`config.mk`:
```
export PLATFORM = sky130hd
export DESIGN_NAME = sramc_top
export DESIGN_NICKNAME = d
export VERILOG_FILES = /design/src/rtl/sramc_pkg.sv /design/src/rtl/sramc_timing_guard.sv /design/src/rtl/sramc_ctrl.sv /design/src/rtl/sramc_datapath.sv /design/src/rtl/sramc_top.sv
export SDC_FILE = /design/constraint.sdc
export NUM_CORES = 1
export LEC_CHECK = 0
export BUFFER_PORTS_ARGS = -buffer_cell sky130_fd_sc_hd__clkbuf_2
export CORE_ASPECT_RATIO = 1.25
export CORE_MARGIN = 2
export CORE_UTILIZATION = 46
export DETAILED_ROUTE_END_ITERATION = 8
export PLACE_DENSITY = 0.89
export REMOVE_ABC_BUFFERS = 1
export SLEW_MARGIN = 25
export SYNTH_ARGS = -nofsm -noshare
export SYNTH_HDL_FRONTEND = slang
export SYNTH_HIERARCHICAL = 1
export SYNTH_SLANG_ARGS = --single-unit
```
`constraint.sdc`:
```
create_clock -name clk -period 2.1 [get_ports clk]
set_clock_uncertainty 0.05 [all_clocks]
set_input_delay 0.525 -clock clk [delete_from_list [all_inputs] [get_ports clk]]
set_output_delay 0.525 -clock clk [all_outputs]
set_load 0.05 [all_outputs]
```
`src/rtl/sramc_pkg.sv`:
```
package sramc_pkg;

  typedef enum logic [2:0] {
    PH_IDLE,
    PH_SETUP,
    PH_PULSE,
    PH_HOLD,
    PH_READ,
    PH_TURN,
    PH_SEL
  } phase_t;

  typedef struct packed {
    logic chipOn;
    logic outOn;
    logic writeOn;
    logic driveOn;
    logic load;
    logic capture;
  } strobe_t;

endpackage

```
`src/rtl/sramc_timing_guard.sv`:
```
module sramc_timing_guard #(
  parameter int CLK_PERIOD_PS    = 10000,
  parameter int SETUP_CYC        = 1,
  parameter int PULSE_CYC        = 1,
  parameter int READ_CYC         = 2,
  parameter int TURN_CYC         = 1,
  parameter int T_CYCLE_PS       = 12000,
  parameter int T_WE_WIDTH_PS    = 10000,
  parameter int T_ADDR_END_PS    = 10000,
  parameter int T_DATA_END_PS    = 7000,
  parameter int T_FLOAT_PS       = 6000
) ();

  localparam int READ_PS  = READ_CYC * CLK_PERIOD_PS;
  localparam int PULSE_PS = PULSE_CYC * CLK_PERIOD_PS;
  localparam int AEND_PS  = (SETUP_CYC + PULSE_CYC) * CLK_PERIOD_PS;
  localparam int WCYC_PS  = (SETUP_CYC + PULSE_CYC + 1) * CLK_PERIOD_PS;
  localparam int TURN_PS  = TURN_CYC * CLK_PERIOD_PS;

  generate
    if (SETUP_CYC < 1 || PULSE_CYC < 1 || READ_CYC < 1 || TURN_CYC < 1) begin : g_zeroPhase
      $error("every phase must last at least one clock cycle");
    end
    if (READ_PS < T_CYCLE_PS) begin : g_shortRead
      $error("read window shorter than the access time");
    end
    if (PULSE_PS < T_WE_WIDTH_PS) begin : g_shortPulse
      $error("write strobe narrower than its minimum width");
    end
    if (PULSE_PS < T_DATA_END_PS) begin : g_shortData
      $error("data setup before write end too short");
    end
    if (AEND_PS < T_ADDR_END_PS) begin : g_shortAddr
      $error("address setup before write end too short");
    end
    if (WCYC_PS < T_CYCLE_PS) begin : g_shortWrite
      $error("write cycle shorter than its minimum");
    end
    if (TURN_PS < T_FLOAT_PS) begin : g_shortTurn
      $error("turnaround shorter than the output float time");
    end
  endgenerate

endmodule

```
`src/rtl/sramc_ctrl.sv`:
```
module sramc_ctrl
  import sramc_pkg::*;
#(
  parameter int SETUP_CYC = 1,
  parameter int PULSE_CYC = 1,
  parameter int READ_CYC  = 2,
  parameter int TURN_CYC  = 1
) (
  input  logic    clk,
  input  logic    rstN,
  input  logic    reqValid,
  input  logic    reqWrite,
  output logic    reqReady,
  output strobe_t strb
);

  localparam int LONG_A  = (SETUP_CYC > PULSE_CYC) ? SETUP_CYC : PULSE_CYC;
  localparam int LONG_B  = (READ_CYC > TURN_CYC) ? READ_CYC : TURN_CYC;
  localparam int LONGEST = (LONG_A > LONG_B) ? LONG_A : LONG_B;
  localparam int CNT_W   = (LONGEST > 1) ? $clog2(LONGEST) : 1;

  localparam logic [CNT_W-1:0] SETUP_LOAD = CNT_W'(SETUP_CYC - 1);
  localparam logic [CNT_W-1:0] PULSE_LOAD = CNT_W'(PULSE_CYC - 1);
  localparam logic [CNT_W-1:0] READ_LOAD  = CNT_W'(READ_CYC - 1);
  localparam logic [CNT_W-1:0] TURN_LOAD  = CNT_W'(TURN_CYC - 1);

  phase_t           phase, nextPhase;
  logic [CNT_W-1:0] cnt, nextCnt;
  logic             lastCycle;
  logic             accept;

  assign lastCycle = (cnt == '0);
  assign reqReady  = (phase == PH_IDLE) || (phase == PH_SEL);
  assign accept    = reqReady && reqValid;

  always_comb begin
    nextPhase = phase;
    nextCnt   = lastCycle ? cnt : cnt - 1'b1;
    unique case (phase)
      PH_IDLE, PH_SEL: begin
        if (accept) begin
          nextPhase = reqWrite ? PH_SETUP : PH_READ;
          nextCnt   = reqWrite ? SETUP_LOAD : READ_LOAD;
        end else if (phase == PH_SEL) begin
          nextPhase = PH_IDLE;
        end
      end
      PH_SETUP: begin
        if (lastCycle) begin
          nextPhase = PH_PULSE;
          nextCnt   = PULSE_LOAD;
        end
      end
      PH_PULSE: begin
        if (lastCycle) begin
          nextPhase = PH_HOLD;
          nextCnt   = '0;
        end
      end
      PH_HOLD: begin
        nextPhase = PH_SEL;
      end
      PH_READ: begin
        if (lastCycle) begin
          nextPhase = PH_TURN;
          nextCnt   = TURN_LOAD;
        end
      end
      PH_TURN: begin
        if (lastCycle) begin
          nextPhase = PH_SEL;
        end
      end
      default: begin
        nextPhase = PH_IDLE;
        nextCnt   = '0;
      end
    endcase
  end

  always_comb begin
    strb.chipOn  = (nextPhase != PH_IDLE);
    strb.outOn   = (nextPhase == PH_READ);
    strb.writeOn = (nextPhase == PH_PULSE);
    strb.driveOn = (nextPhase == PH_SETUP) || (nextPhase == PH_PULSE) ||
                   (nextPhase == PH_HOLD);
    strb.load    = accept;
    strb.capture = (phase == PH_READ) && lastCycle;
  end

  always_ff @(posedge clk) begin
    if (!rstN) begin
      phase <= PH_IDLE;
      cnt   <= '0;
    end else begin
      phase <= nextPhase;
      cnt   <= nextCnt;
    end
  end

endmodule

```
`src/rtl/sramc_datapath.sv`:
```
module sramc_datapath
  import sramc_pkg::*;
#(
  parameter int ADDR_W = 18,
  parameter int DATA_W = 4
) (
  input  logic              clk,
  input  logic              rstN,
  input  strobe_t           strb,
  input  logic [ADDR_W-1:0] reqAddr,
  input  logic [DATA_W-1:0] reqWdata,
  input  logic [DATA_W-1:0] memDataIn,
  output logic [ADDR_W-1:0] memAddr,
  output logic [DATA_W-1:0] memDataOut,
  output logic              memCeN,
  output logic              memOeN,
  output logic              memWeN,
  output logic              memDataEn,
  output logic              rspValid,
  output logic [DATA_W-1:0] rspData
);

  always_ff @(posedge clk) begin
    if (!rstN) begin
      memCeN    <= 1'b1;
      memOeN    <= 1'b1;
      memWeN    <= 1'b1;
      memDataEn <= 1'b0;
    end else begin
      memCeN    <= !strb.chipOn;
      memOeN    <= !strb.outOn;
      memWeN    <= !strb.writeOn;
      memDataEn <= strb.driveOn;
    end
  end

  always_ff @(posedge clk) begin
    if (!rstN) begin
      memAddr    <= '0;
      memDataOut <= '0;
    end else if (strb.load) begin
      memAddr    <= reqAddr;
      memDataOut <= reqWdata;
    end
  end

  always_ff @(posedge clk) begin
    if (!rstN) begin
      rspValid <= 1'b0;
      rspData  <= '0;
    end else begin
      rspValid <= strb.capture;
      if (strb.capture) begin
        rspData <= memDataIn;
      end
    end
  end

endmodule

```
`src/rtl/sramc_top.sv`:
```
module sramc_top
  import sramc_pkg::*;
#(
  parameter int ADDR_W        = 18,
  parameter int DATA_W        = 4,
  parameter int CLK_PERIOD_PS = 10000,
  parameter int SETUP_CYC     = 1,
  parameter int PULSE_CYC     = 1,
  parameter int READ_CYC      = 2,
  parameter int TURN_CYC      = 1
) (
  input  logic              clk,
  input  logic              rstN,
  input  logic              reqValid,
  output logic              reqReady,
  input  logic              reqWrite,
  input  logic [ADDR_W-1:0] reqAddr,
  input  logic [DATA_W-1:0] reqWdata,
  output logic              rspValid,
  output logic [DATA_W-1:0] rspData,
  output logic [ADDR_W-1:0] memAddr,
  output logic              memCeN,
  output logic              memOeN,
  output logic              memWeN,
  output logic [DATA_W-1:0] memDataOut,
  output logic              memDataEn,
  input  logic [DATA_W-1:0] memDataIn
);

  strobe_t strb;

  sramc_timing_guard #(
    .CLK_PERIOD_PS(CLK_PERIOD_PS),
    .SETUP_CYC    (SETUP_CYC),
    .PULSE_CYC    (PULSE_CYC),
    .READ_CYC     (READ_CYC),
    .TURN_CYC     (TURN_CYC)
  ) guard ();

  sramc_ctrl #(
    .SETUP_CYC(SETUP_CYC),
    .PULSE_CYC(PULSE_CYC),
    .READ_CYC (READ_CYC),
    .TURN_CYC (TURN_CYC)
  ) ctrl (
    .clk     (clk),
    .rstN    (rstN),
    .reqValid(reqValid),
    .reqWrite(reqWrite),
    .reqReady(reqReady),
    .strb    (strb)
  );

  sramc_datapath #(
    .ADDR_W(ADDR_W),
    .DATA_W(DATA_W)
  ) datapath (
    .clk       (clk),
    .rstN      (rstN),
    .strb      (strb),
    .reqAddr   (reqAddr),
    .reqWdata  (reqWdata),
    .memDataIn (memDataIn),
    .memAddr   (memAddr),
    .memDataOut(memDataOut),
    .memCeN    (memCeN),
    .memOeN    (memOeN),
    .memWeN    (memWeN),
    .memDataEn (memDataEn),
    .rspValid  (rspValid),
    .rspData   (rspData)
  );

endmodule

```
* After elaboration in Yosys (flattened, before gate mapping)
Index checks and enable logic that the tools add are counted.
** Operators by class
- Add/sub/neg operators :: 1
- Eq/ne operators :: 10
- Multiplexer cells :: 13
- Bitwise gates (word level) :: 1
- Reductions and logical operators :: 13
** Operators by type and width (count)
- $mux W3 :: 7
- $pmux W3 S6 :: 1
- $eq A3 B2 Y1 const B :: 4
- $eq A3 B3 Y1 const B :: 4
- $eq A3 B1 Y1 const B :: 2
- $mux W1 :: 4
- $reduce_or A2 Y1 :: 2
- $logic_not A1 Y1 :: 3
- $logic_not A3 Y1 :: 1
- $logic_or A1 B1 Y1 :: 3
- $pmux W1 S3 :: 1
- $reduce_bool A3 Y1 :: 1
- $reduce_or A3 Y1 :: 1
- $logic_and A1 B1 Y1 :: 2
- $not A1 Y1 :: 1
- $sub A1 B1 Y1 const B :: 1
** Word-level totals
- Bits in registers :: 35
- Bits of input ports :: 30
- Output and inout bits :: 32
- Word-level logic and storage cells :: 48

* Logic depth before layout (Yosys ltp)
- Word-level depth :: 8
- Mapped depth :: 9
- Depth with buffers taken out :: 5

* Modules after synthesis
The synthesis kept the hierarchy.
** By module, submodules not included
- sramc_datapath :: times used 1, cells each 95, area an instance 1136.1 um^2
- sramc_ctrl :: times used 1, cells each 41, area an instance 326.6 um^2

* Worst setup path before layout
No wires, ideal clock.
- Kind :: reg2reg
- Start :: register ctrl.phase[2]
- End :: register datapath.memAddr[0]
- Setup time :: 117 ps
- Data arrival time :: 2094 ps
- Setup slack :: -162 ps
- Cell stages (with the launch flop) :: 10
- Path buffers :: 4
- Period minus slack after synthesis :: 2262 ps
- Cells stage by stage :: dfxtp_1 > buf_4 > xor2_2 > nor2_1 > and2_1 > buf_4 > buf_6 > buf_12 > mux2i_1 > nor2b_1
** On the way
- Cells in the longest elaborated chain, start to end :: 3
** Ends and longest elaborated chain
- from (decl) :: line sramc_ctrl.sv:27 : phase_t phase, nextPhase;
- from (signal assigned) :: line sramc_ctrl.sv:96 : phase <= nextPhase;
- $eq A3 B3 Y1 or $logic_not A3 Y1 (tied branches) :: line sramc_ctrl.sv:33 : assign reqReady = (phase == PH_IDLE) || (phase == PH_SEL);
- $logic_or A1 B1 Y1 (*) :: line sramc_ctrl.sv:33
- named net reqReady :: line sramc_top.sv:15 : output logic reqReady,
- $logic_and A1 B1 Y1 (*) :: line sramc_ctrl.sv:34 : assign accept = reqReady && reqValid;
- named net ctrl.accept :: line sramc_ctrl.sv:30 : logic accept;
- to (signal assigned) :: line sramc_datapath.sv:42 : memAddr <= reqAddr;
- to (decl) :: line sramc_datapath.sv:13 : output logic [ADDR_W-1:0] memAddr,
The timed path passes the listed nets; every way through them passes the cells marked *.
A chain may end at the register's enable or synchronous reset.

* Worst setup path after layout
- Start :: register ctrl.phase[2]
- End :: output port reqReady
** On the way
- Cells in the longest elaborated chain, start to end :: 2
** Ends and longest elaborated chain (line)
- $eq A3 B3 Y1 or $logic_not A3 Y1 (tied branches) :: sramc_ctrl.sv:33
- $logic_or A1 B1 Y1 (*) :: sramc_ctrl.sv:33
- to (decl) :: sramc_top.sv:15
Mark *: on every way between the ends. The rest lies on a longest branch, timed or not.

==> impl_metrics.csv <==
group,metric,value,unit
outcome,outcome,"finished clean",
final_layout,fin_area,1840,µm²
sta,rsz0062_at_grt,"false",
sta,worst_pin_slew,0.317,ns
worst_setup_path,critPathCaptureType,"output port",
clock_tree,root_buffer,"clkbuf_4",
final_layout,finalNetCount,227,
final_layout,final_util,0.620,
final_layout,mostFrequentLayoutCell,"clkbuf_2",
die,die_x,54.4,µm
sta,slew_viol_final,0,
die,start_util,0.492,
sta,max-slew-margin-rel,0.789,
final_layout,num_antenna_cells,0,
routing,dr.pass1.iters,4,
sta,post-route-period-util,0.921,
global_routing,groute.usage.overall,0.164,
final_layout,drive_above_1_share,0.404,
routing,drc,0,
sta,post-route-min-period,1.93,ns
placement,dpl.cell_count,226,
worst_setup_path,critPathRequiredTime,1.52,ns
sta,whs,0.405,ns
final_layout,layout_common_cells,"clkbuf_2, dfxtp_1, nor2b_1",
synth,synthCells,136,
pwr,ir_drop,751,µV
global_routing,grt_pass1_vias,1075,
clock_tree,clk_pin_slew,0.11,ns
clock_tree,tritoncts,"done",
sta,max_freq,517,MHz
placement,dpl_cell_area,1760,µm²
routing,via_count,1130,
worst_setup_path,slowest_stage,"dfxtp_2",
synth,syn_area,1460,µm²
pwr,p_per_area,1010,nW/µm²
synth,synth_cell_types,32,
sta,finalSetupViolations,0,
final_layout,instances_no_fill,234,
clock_tree,htreeDepth,2,
synth,yosysWarnings,6,
pwr,p_leak,0.000848,µW
worst_setup_path,critical_path.cell_chain,"xor2_2 -> nor2_1 -> clkbuf_2",
synth,synth_area_leader_cell,"dfxtp_1",
synth,synthTopCellsByArea,"dfxtp_1, mux2i_1, nor2b_1",
pwr,power.total,1870,µW
die,coreArea,2970,µm²
synth,synth_seq_area_share,0.479,
final_layout,syn2layout_area_growth,26.0,%
clock_tree,hold_buffers,0,
clock_tree,cts_buffer_depth,2,
worst_setup_path,cp.arrival,1.36,ns
placement,port_buffers,61,
worst_setup_path,critPathKind,"reg2out",
placement,gp_congestion,0.860,
worst_setup_path,max_stage_delay,0.39,ns
routing,drtIter0Drc,5,
die,placementRows,22,
die,fp.dieArea,3650,µm²
worst_setup_path,cp_top_family,"flip-flops",
clock_tree,clk_latency,0.32,ns
job,maxCapViolCount,0,
routing,routed_wl,2800,µm
placement,dpl.hpwl,2080,µm
min_path,hold_class,"in2reg",
global_routing,antenna_found_initial,0,
global_routing,grt_overflow_total,0,
sta,hold_viol_final,0,
worst_setup_path,path_max_fanout,10,
global_routing,grt_pass1_wl,4350,µm
synth,syn_avg_cell_area,10.8,µm²
worst_setup_path,critPathLaunchType,"flip-flop",
clock_tree,cts_buffers,5,
synth,synth_seq_cells,35,
worst_setup_path,path_buf_inv,1,
routing,viasPerCell,4.83,
routing,postRouteAntennaNets,0,
global_routing,grt_start_max_net_pins,23,
routing,wl_per_cell,12.0,µm
synth,yosysTopAreaCellShare,0.479,
clock_tree,clock-sinks,35,
die,die_h,67.0,µm
die,io_pins,62,
[cells in the mapped netlist]
master and number:
a21boi_0 1, a21boi_2 1, a21oi_1 1, a21oi_2 1, a221oi_1 1, a2bb2oi_1 1
a31o_1 1, a32oi_1 1, and2_1 3, and3_1 1, and3_2 1, and3b_1 1
buf_12 2, buf_2 2, buf_4 2, buf_6 1, clkbuf_1 2, clkbuf_2 1
dfxtp_1 35, inv_1 1, inv_2 1, mux2i_1 27, nand2_1 6, nand2b_1 1
nand3_1 2, nor2_1 5, nor2b_1 28, nor3b_1 1, nor4b_1 1, o21ai_0 2
or3_4 1, xor2_2 1
[through the flow]
| step | TNS [ns] | setup slack, ns |
|---|---|---|
| 4_1_cts | 0 | 0.00496 |
| 3_5_place_dp | 0 | 0.393 |
| 3_3_place_gp | 0 | 0.421 |
| 6_report | 0 | 0.166 |
| 5_1_grt | 0 | 0.0913 |
| 2_1_floorplan | -13.66 | -0.621 |
[sequential cells by signal (all words and copies together) (netlist names)]
signal	flops
ctrl/cnt	1
ctrl/phase	3
datapath/memAddr	18
datapath/memCeN	1
datapath/memDataEn	1
datapath/memDataOut	4
datapath/memOeN	1
datapath/memWeN	1
datapath/rspData	4
datapath/rspValid	1
[final cells by class]
cell class | count | area, µm²
Sequential cell | 35 | 703
Clock buffer | 5 | 37.5
Tap cell | 36 | 45.0
Multi-Input combinational cell | 89 | 666
Inverter | 2 | 7.51
Fill cell | 261 | 1130
Timing Repair Buffer | 64 | 340
Clock inverter | 3 | 43.8
[what timing repair did]
item                                    CTS  global route
endpoints found under the setup margin    0             1
resized for setup                         0             2
setup buffers                             0             0
[kinds of logic after synthesis]
kind of cell	share of synthesized area
AO/OA/AOI/OAI	0.0530
XOR/XNOR	0.0111
buffers and inverters	0.0659
flip-flops	0.479
multiplexers	0.185
AND/OR/NAND/NOR	0.206
[final timing paths]
| check | start | to | slack, ns | cells past startpoint |
|---|---|---|---|---|
| min reg2reg | datapath/memAddr[2] | datapath/memAddr[2] | 0.48 | 2 |
| max | ctrl/phase[2] | reqReady | 0.17 | 3 |
| max reg2reg | ctrl/phase[2] | datapath/memDataOut[2] | 0.52 | 6 |
| min | memDataIn[3] | datapath/rspData[3] | 0.41 | 3 |
[worst min-delay path: cells and delay by family]
kind	cells	cell delay (ns)
and+or+nand+nor	1	0.09
buffers and inverters	1	0.07
muxes	1	0.05
[per-layer routing]
| metal | global-route usage | part of all wire | vias to the layer above |
|---|---|---|---|
| met3 | 0.0314 | 0.061 | 2 |
| met4 | 0.0750 | 0.0096 | 0 |
| met2 | 0.306 | 0.50 | 46 |
| met1 | 0.166 | 0.42 | 506 |
| met5 | 0 | 0 | - |
| li1 | - | - | 576 |
[report_power, final]
part           internal, µW  total, µW  switching (µW)
combinational           206        609             403
clock                   251        471             220
sequential              737        789            51.9
Power figures use the tool's default switching activity.
